<file path="src/rtl/lcc_pkg.sv">
package lcc_pkg;

    typedef enum logic [1:0] {
        KIND_D  = 2'd0,
        KIND_T  = 2'd1,
        KIND_JK = 2'd2,
        KIND_D2 = 2'd3
    } reg_kind_e;

    typedef enum logic [1:0] {
        CK_SUM_C   = 2'd0,
        CK_SUM_D   = 2'd1,
        CK_GLOBAL  = 2'd2,
        CK_GLOBAL2 = 2'd3
    } clk_pick_e;

    typedef enum logic [1:0] {
        RT_Q = 2'd0,
        RT_A = 2'd1,
        RT_B = 2'd2,
        RT_C = 2'd3
    } route_e;

    typedef struct packed {
        logic q;
        logic clk_prev;
    } cell_state_t;

endpackage

</file>
<file path="src/rtl/lcc_clock_pick.sv">
module lcc_clock_pick
    import lcc_pkg::*;
(
    input  clk_pick_e pick,
    input  logic      sum_c,
    input  logic      sum_d,
    input  logic      glb_clk,
    input  logic      glb_inv,
    output logic      src
);
    always_comb begin
        case (pick)
            CK_SUM_C: src = sum_c;
            CK_SUM_D: src = sum_d;
            default:  src = glb_clk ^ glb_inv;
        endcase
    end
endmodule

</file>
<file path="src/rtl/lcc_reg_next.sv">
module lcc_reg_next
    import lcc_pkg::*;
(
    input  reg_kind_e kind,
    input  logic      q,
    input  logic      in_a,
    input  logic      in_b,
    output logic      q_next
);
    always_comb begin
        case (kind)
            KIND_T:  q_next = q ^ in_a;
            KIND_JK: begin
                case ({in_a, in_b})
                    2'b10:   q_next = 1'b1;
                    2'b01:   q_next = 1'b0;
                    2'b11:   q_next = ~q;
                    default: q_next = q;
                endcase
            end
            default: q_next = in_a;
        endcase
    end
endmodule

</file>
<file path="src/rtl/lcc_out_route.sv">
module lcc_out_route
    import lcc_pkg::*;
#(
    parameter int NUM_OUTS = 2
) (
    input  route_e              sel [NUM_OUTS],
    input  logic                q,
    input  logic                in_a,
    input  logic                in_b,
    input  logic                in_c,
    output logic [NUM_OUTS-1:0] y
);
    for (genvar gi = 0; gi < NUM_OUTS; gi++) begin : g_route
        always_comb begin
            case (sel[gi])
                RT_A:    y[gi] = in_a;
                RT_B:    y[gi] = in_b;
                RT_C:    y[gi] = in_c;
                default: y[gi] = q;
            endcase
        end
    end
endmodule

</file>
<file path="src/rtl/lcc_cell.sv">
module lcc_cell
    import lcc_pkg::*;
#(
    parameter int SEL_W = 2
) (
    input  logic             clk,
    input  logic             rst_n,
    input  logic             sum_a,
    input  logic             sum_b,
    input  logic             sum_c,
    input  logic             sum_d,
    input  logic             glb_clk,
    input  logic             glb_preset,
    input  logic             glb_reset,
    input  logic             glb_toggle_mode,
    input  logic [SEL_W-1:0] cfg_kind,
    input  logic             cfg_dyn_en,
    input  logic [SEL_W-1:0] cfg_clk_src,
    input  logic             cfg_glb_clk_inv,
    input  logic             cfg_c_reset_en,
    input  logic             cfg_b_preset_en,
    input  logic             cfg_d_oe_en,
    input  logic [SEL_W-1:0] cfg_fb_sel,
    input  logic [SEL_W-1:0] cfg_io_sel,
    output logic             fb_out,
    output logic             io_out,
    output logic             io_oe
);
    localparam int NUM_OUTS = 2;
    localparam cell_state_t RESET_STATE = '{q: 1'b0, clk_prev: 1'b1};

    cell_state_t          st_q, st_d;
    reg_kind_e            kind_eff;
    logic                 clk_src;
    logic                 edge_seen;
    logic                 rst_act;
    logic                 pre_act;
    logic                 q_vis;
    logic                 q_step;
    route_e               route_sel [NUM_OUTS];
    logic [NUM_OUTS-1:0]  route_y;

    // Run-time D/T switching overrides the static type.
    always_comb begin
        if (cfg_dyn_en) kind_eff = glb_toggle_mode ? KIND_T : KIND_D;
        else            kind_eff = reg_kind_e'(cfg_kind);
    end

    lcc_clock_pick u_clock_pick (
        .pick    (clk_pick_e'(cfg_clk_src)),
        .sum_c   (sum_c),
        .sum_d   (sum_d),
        .glb_clk (glb_clk),
        .glb_inv (cfg_glb_clk_inv),
        .src     (clk_src)
    );

    lcc_reg_next u_reg_next (
        .kind   (kind_eff),
        .q      (st_q.q),
        .in_a   (sum_a),
        .in_b   (sum_b),
        .q_next (q_step)
    );

    always_comb begin
        rst_act   = glb_reset  | (cfg_c_reset_en  & sum_c);
        pre_act   = glb_preset | (cfg_b_preset_en & sum_b);
        edge_seen = clk_src & ~st_q.clk_prev;
        // Forces act on the visible value without waiting for an edge.
        if (rst_act)      q_vis = 1'b0;
        else if (pre_act) q_vis = 1'b1;
        else              q_vis = st_q.q;

        st_d          = st_q;
        st_d.clk_prev = clk_src;
        if (rst_act)        st_d.q = 1'b0;
        else if (pre_act)   st_d.q = 1'b1;
        else if (edge_seen) st_d.q = q_step;
    end

    always_ff @(posedge clk or negedge rst_n) begin
        if (!rst_n) st_q <= RESET_STATE;
        else        st_q <= st_d;
    end

    assign route_sel[0] = route_e'(cfg_fb_sel);
    assign route_sel[1] = route_e'(cfg_io_sel);

    lcc_out_route #(.NUM_OUTS(NUM_OUTS)) u_out_route (
        .sel  (route_sel),
        .q    (q_vis),
        .in_a (sum_a),
        .in_b (sum_b),
        .in_c (sum_c),
        .y    (route_y)
    );

    assign fb_out = route_y[0];
    assign io_out = route_y[1];
    assign io_oe  = cfg_d_oe_en ? sum_d : 1'b1;

endmodule

</file>
<file path="config.mk">
export PLATFORM = sky130hd
export DESIGN_NAME = lcc_cell
export DESIGN_NICKNAME = d
export VERILOG_FILES = /design/src/rtl/lcc_pkg.sv /design/src/rtl/lcc_clock_pick.sv /design/src/rtl/lcc_reg_next.sv /design/src/rtl/lcc_out_route.sv /design/src/rtl/lcc_cell.sv
export SDC_FILE = /design/constraint.sdc
export NUM_CORES = 1
export LEC_CHECK = 0
export BUFFER_PORTS_ARGS = -buffer_cell sky130_fd_sc_hd__buf_4
export CELL_PAD_IN_SITES_DETAIL_PLACEMENT = 1
export CELL_PAD_IN_SITES_GLOBAL_PLACEMENT = 1
export CORE_AREA = 3 3 40 42
export DETAILED_ROUTE_END_ITERATION = 8
export DIE_AREA = 0 0 43 45
export GPL_TIMING_DRIVEN = 0
export MAX_ROUTING_LAYER = met4
export PLACE_DENSITY_LB_ADDON = 0.25
export SLEW_MARGIN = 20
export SYNTH_ARGS = -nofsm -noshare
export SYNTH_HDL_FRONTEND = slang
export SYNTH_HIERARCHICAL = 1
export SYNTH_SLANG_ARGS = --single-unit
</file>
<file path="constraint.sdc">
create_clock -name clk -period 1.55 [get_ports clk]
set_input_delay 0.155 -clock clk [delete_from_list [all_inputs] [get_ports clk]]
set_output_delay 0.155 -clock clk [all_outputs]
set_load 0.03 [all_outputs]
</file>
==> results.json <==
{
  "status": "complete, no violations",
  "first_pass_iters": 2,
  "postSynthNetCount": 52,
  "final_layout_size_suffix_gt1_frac": 0.610,
  "drv_cap": 0,
  "fin_area_um2": 538,
  "antenna_cells": 0,
  "largest_reg_flops": 2,
  "die_w_um": 43,
  "antenna_left": 0,
  "fillers": 152,
  "die_h_um": 45,
  "via_count": 329,
  "critPathCaptureType": "output port",
  "peakVddDrop_mv": 0.202,
  "period_share": 0.987,
  "rsz0062_at_grt": "true",
  "slew_viol_final": 0,
  "clk_pin_slew_ns": 0.04,
  "worst-r2r-cell-count": 6,
  "holdCritPathClass": "input pin to flip-flop",
  "rows": 13,
  "period_minus_slack_ns": 1.53,
  "worst_pin_slew_ns": 0.248,
  "fmax_ghz": 0.653,
  "grt_pass1_wl_mm": 1.51,
  "hold_viol": 0,
  "cts_buffer_depth": 2,
  "die_area_um2": 1940,
  "dpl-instance-area_um2": 473,
  "grt_max_degree": 6,
  "slew-limit-headroom": 0.835,
  "setup_viol": 0,
  "grt_use_met3": 0.0159,
  "ios": 26,
  "syn_avg_cell_area_um2": 9.87,
  "grt_usage": 0.108,
  "dp_slack_ns": -0.0526,
  "synth_warnings": 6,
  "coreArea_um2": 1280,
  "crit_path_start_kind": "flip-flop",
  "gr-total-overflow": 0,
  "whs_ns": 0.0846,
  "gr-usage-met2": 0.177,
  "fin_ws_ns": 0.0194,
  "grt_pass1_vias": 350,
  "power.density_nw_per_um2": 633,
  "cp_max_fo": 2,
  "gp_congestion": 0.595,
  "whs_path_depth": 2,
  "nets": 85,
  "synth_cells": 27,
  "syn_area_um2": 267,
  "portBuffers": 25,
  "cp.arrival_ns": 1.38,
  "cts_htree_levels": 1,
  "finClkSkew_ns": 0.0140,
  "cts_buffers": 3,
  "clock-sinks": 2,
  "regMostFlops": "st_q",
  "crit_type": "flip-flop to output port",
  "antenna_found_initial": 0,
  "syn_to_final_growth_pct": 102,
  "ys_seq_area_frac": 0.192,
  "wl_um": 871,
  "insertion_delay_ns": 0.23,
  "via_per_inst": 4.45,
  "drt-initial-drc-count": 1,
  "synth.distinct_cells": 17,
  "start_util": 0.207,
  "grt.busiest_layer": "met2",
  "top_regs": "st_q (2)",
  "p_leak_nw": 0.273,
  "drc": 0,
  "grt_util_met1": 0.116,
  "reg2reg_setup_slack_ns": 0.20,
  "hpwlAfterDp_um": 716,
  "wire_per_inst_um": 11.8,
  "cts_tree": "built",
  "synth-seq-cells": 2,
  "cts_root_buf": "clkbuf_4",
  "required_ns": 1.39
}
## through the flow
step                      setup TNS (ns)  total power [mW]   util  instances
after floorplan                        0             0.126      -         27
after global placement           -0.0413             0.193  0.368         67
after detailed placement         -0.0526             0.195  0.368         67
after CTS                              0             0.341  0.407         73
after global routing             -0.0379             0.369  0.419         74
final                                  0             0.340  0.419         74
## worst paths after layout
kind / start / to
setup / recovery: st_q[1] / io_out
hold / removal: glb_reset / st_q[1]
setup reg to reg: st_q[1] / st_q[1]
hold reg to reg: st_q[0] / st_q[1]
max in group asynchronous: rst_n / st_q[0]
min in group asynchronous: rst_n / st_q[1]
## cell type report
class | instances | area (µm²) | area share
Inverter | 6 | 22.5 | 0.0419
Tap cell | 15 | 18.8 | 0.0349
Clock buffer | 4 | 26.3 | 0.0488
Multi-Input combinational cell | 19 | 199 | 0.370
Sequential cell | 2 | 51.3 | 0.0953
Timing Repair Buffer | 28 | 220 | 0.409
## synthesized netlist by cell type
| master | instances | share of area |
|---|---|---|
| inv_1 | 6 | 0.085 |
| mux2i_1 | 3 | 0.11 |
| ha_1 | 2 | 0.094 |
| mux4_2 | 2 | 0.17 |
| nand2b_1 | 2 | 0.047 |
| a21oi_1 | 1 | 0.019 |
| a221oi_1 | 1 | 0.033 |
| a221oi_2 | 1 | 0.056 |
| a32o_1 | 1 | 0.038 |
| dfrtp_1 | 1 | 0.094 |
| dfstp_2 | 1 | 0.099 |
| mux2_2 | 1 | 0.042 |
| nor2_1 | 1 | 0.014 |
| nor2b_1 | 1 | 0.023 |
| o21ai_0 | 1 | 0.019 |
| o22ai_1 | 1 | 0.023 |
| xnor2_1 | 1 | 0.033 |
## routing by layer
| metal | up-vias | wire [µm] |
|---|---|---|
| li1 | 162 | - |
| met5 | - | 0 |
| met3 | 0 | 69 |
| met2 | 14 | 489 |
| met1 | 153 | 312 |
| met4 | 0 | 0 |
## placed cells by master (no fill, tap or decap), types with 2 or more instances in the layout
master     n
buf_4     25
ha_1       2
nand2b_1   2
mux2i_1    3
mux4_2     2
inv_1      6
clkbuf_4   3
buf_6      2
a221oi_2   2
## kinds of logic (layout without fill, tap and decap cells)
logic type,Yosys count,in the layout,synth area share
xor+xnor,1,1,0.0329
flops,2,2,0.192
fa+ha+maj,2,2,0.0939
compound gates,6,6,0.188
mux,6,6,0.324
buf+inv,6,38,0.0845
simple gates,4,4,0.0845
## what timing repair did
action | CTS | global route
hold endpoints to repair | 2 | 0
hold buffers | 1 | 0
setup buffers | 1 | 1
gates resized for setup | 1 | 2
setup endpoints to repair | 2 | 2
## critical path, cell delays in order (launching register included)
cell and delay, ns:
dfrtp_1 0.38, inv_1 0.07, a221oi_2 0.06, mux4_2 0.47, buf_6 0.15
## power breakdown
part,leakage [nW],switching (mW),internal [mW],total (mW)
combinational,0.235,0.0598,0.0870,0.147
clock,0.0150,0.0358,0.0959,0.132
sequential,0.0233,0.00203,0.0598,0.0618
(Power assumes the default switching activity.)
